### config.mk
export PLATFORM = sky130hd
export DESIGN_NAME = pll_freq_calc
export DESIGN_NICKNAME = d
export VERILOG_FILES = /design/src/rtl/pll_freq_pkg.sv /design/src/rtl/pfc_operand.sv /design/src/rtl/pfc_divider.sv /design/src/rtl/pll_freq_calc.sv
export SDC_FILE = /design/constraint.sdc
export NUM_CORES = 2
export LEC_CHECK = 0
export ABC_CLOCK_PERIOD_IN_PS = 11180
export BUFFER_PORTS_ARGS = -buffer_cell sky130_fd_sc_hd__buf_2
export CORE_MARGIN = 2
export CORE_UTILIZATION = 50
export CTS_CLUSTER_DIAMETER = 50
export DETAILED_ROUTE_END_ITERATION = 16
export PLACE_DENSITY = 0.65
export SYNTH_ARGS = -nofsm -noshare
export SYNTH_HDL_FRONTEND = slang
export SYNTH_SLANG_ARGS = --single-unit
### constraint.sdc
create_clock -name clk -period 11.18 [get_ports clk]
set_input_delay 0.559 -clock clk [delete_from_list [all_inputs] [get_ports clk]]
set_output_delay 0.559 -clock clk [all_outputs]
set_load 0.02 [all_outputs]
### src/rtl/pll_freq_pkg.sv
package pll_freq_pkg;
  // Field layout of the divider-control word (positions decoded by software)
  localparam int MUL_LO = 12;
  localparam int MUL_W  = 10;
  localparam int PRE_LO = 4;
  localparam int PRE_W  = 6;
  localparam int EXP_LO = 0;
  localparam int EXP_W  = 3;
  localparam int FRAC_W = 16;

  typedef enum logic [1:0] {
    ST_IDLE,
    ST_DIV,
    ST_BAD
  } calc_state_t;
endpackage

### src/rtl/pfc_operand.sv
module pfc_operand
  import pll_freq_pkg::*;
#(
  parameter int REF_W = 32,
  parameter int RES_W = 64,
  parameter int CTL_W = 32
) (
  input  logic              mode_frac,
  input  logic [CTL_W-1:0]  div_word,
  input  logic [FRAC_W-1:0] frac_word,
  input  logic [REF_W-1:0]  ref_freq,
  output logic [RES_W-1:0]  num,
  output logic [RES_W-1:0]  den,
  output logic              bad
);
  localparam int COEF_W = MUL_W + FRAC_W + 1;
  localparam int SH_W   = $clog2(FRAC_W + (1 << EXP_W));

  logic [MUL_W-1:0]  mul;
  logic [PRE_W-1:0]  pre;
  logic [EXP_W-1:0]  expo;
  logic [COEF_W-1:0] coef_frac;
  logic [COEF_W-1:0] coef;
  logic [SH_W-1:0]   shamt;

  assign mul  = div_word[MUL_LO +: MUL_W];
  assign pre  = div_word[PRE_LO +: PRE_W];
  assign expo = div_word[EXP_LO +: EXP_W];

  // multiplier scaled by 2^16 plus sign-extended fraction
  assign coef_frac = {1'b0, mul, {FRAC_W{1'b0}}}
                   + {{(COEF_W-FRAC_W){frac_word[FRAC_W-1]}}, frac_word};

  always_comb begin
    if (mode_frac) begin
      coef  = coef_frac;
      shamt = SH_W'(FRAC_W) + SH_W'(expo);
    end else begin
      coef  = COEF_W'(mul);
      shamt = SH_W'(expo);
    end
    num = RES_W'(coef) * RES_W'(ref_freq);
    den = RES_W'(pre) << shamt;
    bad = (pre == '0) || (mode_frac && coef_frac[COEF_W-1]);
  end
endmodule

### src/rtl/pfc_divider.sv
module pfc_divider #(
  parameter int W = 64
) (
  input  logic         clk,
  input  logic         rst,
  input  logic         load,
  input  logic [W-1:0] num,
  input  logic [W-1:0] den,
  output logic [W-1:0] quo,
  output logic         fin
);
  localparam int CNT_W = $clog2(W);

  logic [W-1:0]     q_r;
  logic [W-1:0]     d_r;
  logic [W-1:0]     r_r;
  logic [CNT_W-1:0] cnt;
  logic             run;
  logic [W:0]       trial;
  logic [W:0]       diff;
  logic             ge;

  assign trial = {r_r, q_r[W-1]};
  assign diff  = trial - {1'b0, d_r};
  assign ge    = !diff[W];

  always_ff @(posedge clk) begin
    if (rst) begin
      q_r <= '0;
      d_r <= '0;
      r_r <= '0;
      cnt <= '0;
      run <= 1'b0;
      fin <= 1'b0;
    end else begin
      fin <= 1'b0;
      if (load) begin
        q_r <= num;
        d_r <= den;
        r_r <= '0;
        cnt <= '0;
        run <= 1'b1;
      end else if (run) begin
        q_r <= {q_r[W-2:0], ge};
        r_r <= ge ? diff[W-1:0] : trial[W-1:0];
        cnt <= cnt + 1'b1;
        if (cnt == CNT_W'(W-1)) begin
          run <= 1'b0;
          fin <= 1'b1;
        end
      end
    end
  end

  assign quo = q_r;

  // partial remainder stays below the divisor during a run
  assert_rem_below_div_R4: assert property (@(posedge clk) disable iff (rst)
    run |-> (r_r < d_r));
  // completion flag is a single-cycle pulse
  assert_fin_pulse_R5: assert property (@(posedge clk) disable iff (rst)
    fin |=> !fin);
  // a load is never issued on top of a running division
  assert_no_reload_R8: assert property (@(posedge clk) disable iff (rst)
    run |-> !load);
endmodule

### src/rtl/pll_freq_calc.sv
module pll_freq_calc
  import pll_freq_pkg::*;
#(
  parameter int REF_W = 32,
  parameter int RES_W = 64,
  parameter int CTL_W = 32
) (
  input  logic              clk,
  input  logic              rst,
  input  logic              start,
  input  logic              mode_frac,
  input  logic [CTL_W-1:0]  div_word,
  input  logic [FRAC_W-1:0] frac_word,
  input  logic [REF_W-1:0]  ref_freq,
  output logic              busy,
  output logic              done,
  output logic              err,
  output logic [RES_W-1:0]  freq
);
  calc_state_t      state;
  logic [RES_W-1:0] op_num;
  logic [RES_W-1:0] op_den;
  logic             op_bad;
  logic [RES_W-1:0] div_quo;
  logic             div_fin;
  logic             accept;
  logic             div_load;

  pfc_operand #(.REF_W(REF_W), .RES_W(RES_W), .CTL_W(CTL_W)) u_operand (
    .mode_frac (mode_frac),
    .div_word  (div_word),
    .frac_word (frac_word),
    .ref_freq  (ref_freq),
    .num       (op_num),
    .den       (op_den),
    .bad       (op_bad)
  );

  assign accept   = start && (state == ST_IDLE);
  assign div_load = accept && !op_bad;

  pfc_divider #(.W(RES_W)) u_divider (
    .clk  (clk),
    .rst  (rst),
    .load (div_load),
    .num  (op_num),
    .den  (op_den),
    .quo  (div_quo),
    .fin  (div_fin)
  );

  always_ff @(posedge clk) begin
    if (rst) begin
      state <= ST_IDLE;
      done  <= 1'b0;
      err   <= 1'b0;
      freq  <= '0;
    end else begin
      done <= 1'b0;
      case (state)
        ST_IDLE: if (accept) state <= op_bad ? ST_BAD : ST_DIV;
        ST_DIV: if (div_fin) begin
          state <= ST_IDLE;
          done  <= 1'b1;
          err   <= 1'b0;
          freq  <= div_quo;
        end
        ST_BAD: begin
          state <= ST_IDLE;
          done  <= 1'b1;
          err   <= 1'b1;
          freq  <= '0;
        end
        default: state <= ST_IDLE;
      endcase
    end
  end

  assign busy = (state != ST_IDLE);

  // done is a one-cycle pulse
  assert_done_pulse_R5: assert property (@(posedge clk) disable iff (rst)
    done |=> !done);
  // completion only ever ends a busy period
  assert_done_after_busy_R10: assert property (@(posedge clk) disable iff (rst)
    done |-> $past(busy));
  // an error completion always reports zero
  assert_err_zero_R6: assert property (@(posedge clk) disable iff (rst)
    (done && err) |-> (freq == '0));
  // busy only rises because a start was presented
  assert_busy_from_start_R8: assert property (@(posedge clk) disable iff (rst)
    $rose(busy) |-> $past(start));
  // results hold between completions
  assert_hold_result_R10: assert property (@(posedge clk) disable iff (rst)
    !done |-> ($stable(freq) && $stable(err)));
endmodule

# --- Word level (Yosys, flattened, before mapping) ---
# Index checks and enable logic that the tools add are counted.
totals:
  regBits: 268
  latchBits: 0
  ramBits: 0
  rom_bits: 0
  inputBits: 84
  out_inout_bits: 67
  mem_count: 0
op_classes:
  add_sub_neg: 4
  multipliers: 1
  div_mod_pow: 0
  n_lt_le_gt_ge: 0
  n_eq_ne: 5
  n_shift: 1
  mux: 19
  bitwise_logic: 1
  reduce_logical: 15
op_table:
  columns: ["cell", "n"]
  rows:
  - ["64-bit 2-to-1 mux", 2]
  - ["64-bit case mux with 2 select lines", 1]
  - ["59-bit 2-to-1 mux", 2]
  - ["65-bit by 64-bit subtractor with 65-bit output", 1]
  - ["6-bit by 5-bit left shift with 64-bit output", 1]
  - ["27-bit by 32-bit multiplier with 59-bit output", 1]
  - ["26-bit by 27-bit adder with 27-bit output", 1]
  - ["27-bit 2-to-1 mux", 1]
  - ["6-bit by 1-bit adder with 6-bit output, second input constant", 1]
  - ["6-bit equality test, second input constant", 1]
  - ["6-bit zero test", 1]
  - ["1-bit 2-to-1 mux", 6]
  - ["2-bit 2-to-1 mux", 3]
  - ["2-bit nonzero test", 3]
  - ["5-bit by 3-bit adder with 5-bit output, first input constant", 1]
  - ["5-bit 2-to-1 mux", 1]
  - ["1-bit case mux with 2 select lines", 2]
  - ["2-bit case mux with 2 select lines", 1]
  - ["2-bit AND reduction", 2]
  - ["1-bit logical AND", 3]
  - ["3-bit OR reduction", 1]
  - ["2-bit by 1-bit equality test with 1-bit output, second input constant", 1]
  - ["2-bit equality test, second input constant", 1]
  - ["1-bit zero test", 2]
  - ["other kinds (6)", 6]

# --- Depth between registers and ports, before layout ---
depth:
  ltp_word: 6
  depth_mapped: 37
  ltp_nobuf: 34

# --- Hierarchy ---
# From an unflattened synthesis, not the netlist that was laid out.
unflattened:
  cells_unflattened: 5110
  hier_area_um2: 43322.8
by_module_without_submodules:
  columns: ["module", "n_inst", "cells_each", "area_per_inst_um2", "seq_area_each_um2"]
  rows:
  - ["pfc_operand", 1, 3416, 28887.7, 0.0]
  - ["pfc_divider", 1, 1522, 12230.5, 4003.8]
  - ["pll_freq_calc", 1, 172, 2204.6, 1361.3]

# --- Least setup slack after synthesis ---
# No wires, ideal clock.
synth_path:
  path_type: "input -> register"
  start: "input port div_word[13]"
  end: "register u_divider.q_r[55] (netlist: u_divider.quo[55])"
  t_arrival_ns: 8.655
  setup_slack_ns: 2.391
  stages: 34
  path_buffers: 3
  cell_sequence: "ha_1 > a21o_1 > a21oi_1 > o21bai_1 > a21oi_1 > o21bai_1 > a21oi_1 > xnor2_1 > and2_1 > clkbuf_1 > clkbuf_1 > nand2_1 > fa_1 > inv_1 > fa_1 > fa_1 > fa_1 > fa_1 > fa_1 > inv_1 > fa_1 > inv_1 > ha_1 > clkbuf_1 > and4_1 > nand4_1 > or2_2 > and3b_1 > a21oi_1 > o21ai_0 > o21a_1 > o21ai_0 > a21oi_1 > or4_1"
synth_via:
  elab_chain_cells: 6
  elab_cells_between_ends: 9
  cone_classes: "add/sub: 1; mul: 1; mux: 2; reduce/logical: 5"
synth_lines:
  columns: ["item", "line_no", "text"]
  rows:
  - ["start, declared", "pll_freq_calc.sv:12", "input logic [CTL_W-1:0] div_word,"]
  - ["branches (longest 6 deep; another with 27-bit by 32-bit multiplier with 59-bit output)", null, null]
  - ["end signal, assigned", "pfc_divider.sv:38", "q_r <= num;"]
  - ["end signal, assigned", "pfc_divider.sv:44", "q_r <= {q_r[W-2:0], ge};"]
  - ["end, declared", "pfc_divider.sv:14", "logic [W-1:0] q_r;"]
# Parallel ways; which one is timed is not known.
# A chain may end at the register's enable or synchronous reset.

# --- Worst setup path in the final report ---
layout_path:
  start: "input port frac_word[15]"
  end: "register u_divider.q_r[55] (netlist: u_divider.quo[55])"
layout_via:
  elab_chain_cells: 6
  elab_cells_between_ends: 9
  cone_classes: "add/sub: 1; mul: 1; mux: 2; reduce/logical: 5"
layout_lines:
  columns: ["item", "line_no", "text"]
  rows:
  - ["start, declared", "pll_freq_calc.sv:13", "input logic [FRAC_W-1:0] frac_word,"]
  - ["26-bit by 27-bit adder with 27-bit output (*)", "pfc_operand.sv:32", "+ {{(COEF_W-FRAC_W){frac_word[FRAC_W-1]}}, frac_word};"]
  - ["branches (longest 5 deep; another with 27-bit by 32-bit multiplier with 59-bit output)", null, null]
# Every way passes the cells marked *.

==> results.cfg <==
[outcome]
status = complete, no violations

[sta]
fin_setup_tns_ns = 0
relSlewSlack_pct = 17.52
worstMarginPinSlew_ns = 1.206
hold_viol_final = 0
period_needed_ns = 9.677
clock_skew_ns = 0.01056
slew_violations = 0
whs_ns = 0.3384
setup_viol = 0
rsz0062_at_grt = no
fin_crit_sh_pct = 86.56
max_freq_ghz = 0.1033

[critical_path]
critPathMaxFanout = 17
crit_arrival_ns = 10.09
critPathCaptureType = flop
critical_path_class = in -> reg
reg2reg_from = u_divider.quo[63]$_SDFFE_PP0P_
crit_path_frequent_cell = fa_1
path_delay_family = adder cells
critPathLaunchType = input pin
critical_path_buf_inv_count = 5
critical_path.slowest_cell = and2_1
startpoint = frac_word[15]
cp_data_required_time_ns = 11.59
critPathMaxStageDelay_ns = 0.56

[cells_and_area]
fin_nets = 5649
nFillCells = 7504
insertedDiodeCount = 0
final_area_um2 = 41560
syn_to_final_growth_pct = 5.290
layout-drive-gt1-share_pct = 5.962

[clock_tree]
clock-sinks = 230
htreeDepth = 1
cts.clk_slew.worst_paths_ns = 0.06
cts_buffers = 26
hold_buffers = 0
cts_max_path_buffers = 3
postCtsSetupRepairBufs = 0
cts_resized = 0
cts_root_buf = clkbuf_16
cts_tree = yes
insertion_delay_ns = 0.54

[logic_synthesis]
avgSynthCellArea_um2 = 8.447
syn_nets = 5746
synth-edff-count = 0
synth_ff_type = dfxtp_1
seq_area_frac_synth_pct = 11.66
synth_top_area_cell = fa_1
synth_top_area_share_pct = 38.09
yosys_warnings = 0
synthArstFlopShare_pct = 0
synth_cell_types = 76
synth-seq-cells = 230
syn_area_um2 = 39470
netlist_instances = 4673
synth_area_leaders = fa_1, dfxtp_1, inv_1

[route]
wl_per_cell_um = 19.47
drt_iter0_drc = 2251
drcViolationCount = 0
vias = 31400
first_pass_iters = 5
ant_nets = 0
vias_per_cell = 5.561
totalWireLength_um = 109900

[floorplanning]
ios = 151
core.rowCount = 103
core_area_um2 = 78610
die_h_um = 285.0
dieArea_um2 = 81210
die_w_um = 285.0
initial_utilization_pct = 50.21

[place]
gp_congestion = 0.9270
dp_hpwl_um = 85390
place_area_um2 = 40710
port_buffers = 137

[job]
drv_cap = 0

[global_route]
grt.total_usage_pct = 27.36
grt_max_degree = 81
antenna_found_initial = 4
grt_pass1_wl_um = 176100
first_global_vias = 31460
grt_overflow_total = 0

[hold_path]
hp-class = in -> reg
hold_path_startpoint = start
-- cells in the final DEF, fill, tap and decap left out, types with 8 or more instances in the layout --
cell type  netlist  layout
o31ai_1          8       8
a21oi_1        186     186
a21o_1          61      61
xnor2_1         65      65
nand2_1        801     801
xor2_1          59      59
nand2b_1        10      10
and3_1         141     141
o211ai_1        14      14
o21a_1          15      15
inv_1          891     891
buf_2            8     135
fa_1           751     751
a211oi_1        74      74
ha_1           238     238
buf_4            1      49
o21ai_0         97      97
nor2b_1         16      16
clkbuf_16        0      27
mux2_2          16      16
nor4_1          12      12
and2_1          67      68
or3_1           14      13
nor2_1         230     226
o21bai_1        14      14
dfxtp_1        230     229
or4_1           11      11
mux2i_1         70      69
nand4_1         22      22
nand3_1         52      52
a22oi_1         65      65
nor3_1          31      29
-- stage by stage --
step / worst slack, ns / std cells / utilization [%]
after floorplan: 2.391 / 4673 / -
after global placement: 1.041 / 5598 / 51.78
after detailed placement: 0.9883 / 5598 / 51.78
after CTS: 1.529 / 5646 / 52.87
after global routing: 1.108 / 5646 / 52.87
final: 1.503 / 5646 / 52.87
-- final timing paths --
check        slack [ns]                        endpoint  cells after the start
max reg2reg        7.00  u_divider.r_r[36]$_SDFFE_PP0P_                     13
min                0.34           state[1]$_SDFFE_PP0P_                      3
max                1.50  u_divider.quo[55]$_SDFFE_PP0P_                     33
min reg2reg        0.46   u_divider.d_r[9]$_SDFFE_PP0P_                      2
-- logic make-up (layout without fill, tap and decap cells) --
family,count (synthesis),after routing,share of synthesized area (%)
mux,86,86,2.231
fa+ha+maj,989,989,45.63
xor+xnor,124,124,2.751
simple gates,1453,1453,16.57
buf+inv,1201,1124,11.47
flops,230,230,11.66
compound gates,590,590,9.677
-- area by class of cell --
class                      count  area (um^2)  area share [%]
tap                         1050         1314           3.161
sequential                   230         4608           11.09
clock buffer                  38        757.0           1.821
timing repair buffer         184         1044           2.511
inverter                     892         3348           8.056
multi-input combinational   3242        30390           73.13
clock inverter                10        97.59          0.2348
-- sequential cells by signal (all words and copies together), names as in the netlist --
register and count:
u_divider.run 1, state 2, freq 64, u_divider.d_r 26, err 1, u_divider.fin 1, u_divider.quo 64, u_divider.r_r 64
done 1, u_divider.cnt 6
-- per-layer routing --
metal	share of wire [%]	global-route usage [%]	up-vias	wire length, um
li1	-	-	14290	-
met1	43	39.06	15790	47390
met2	47	44.96	1149	51170
met3	7.7	2.944	163	8445
met4	2.6	6.453	8	2843
met5	0.051	0	-	56
-- worst min-delay path: cells and delay by family --
kind                   cells  cell delay (ns)
AO/OA/AOI/OAI              2             0.15
buffers and inverters      1             0.11
-- synthesized netlist by cell type, drive strengths merged, types with 5 or more instances --
cell / instances
or4: 13
dfxtp: 230
nor4: 15
nor3: 32
o211ai: 14
nor2b: 16
mux2i: 70
a22oi: 65
o21ai: 99
a21o: 61
a31oi: 7
nand2: 801
o2111ai: 6
buf: 47
nand3: 52
or3: 15
and4: 7
inv: 891
xnor2: 65
nand2b: 11
nor2: 230
clkbuf: 262
and3: 141
fa: 751
a21oi: 186
ha: 238
a211oi: 75
o21bai: 14
o31a: 5
o31ai: 8
and2: 73
xor2: 59
o21a: 15
nand4: 22
mux2: 16
nor3b: 6
Power is not shown: default switching activity piles up to over one toggle a cycle in this logic, so the estimate is an artifact.
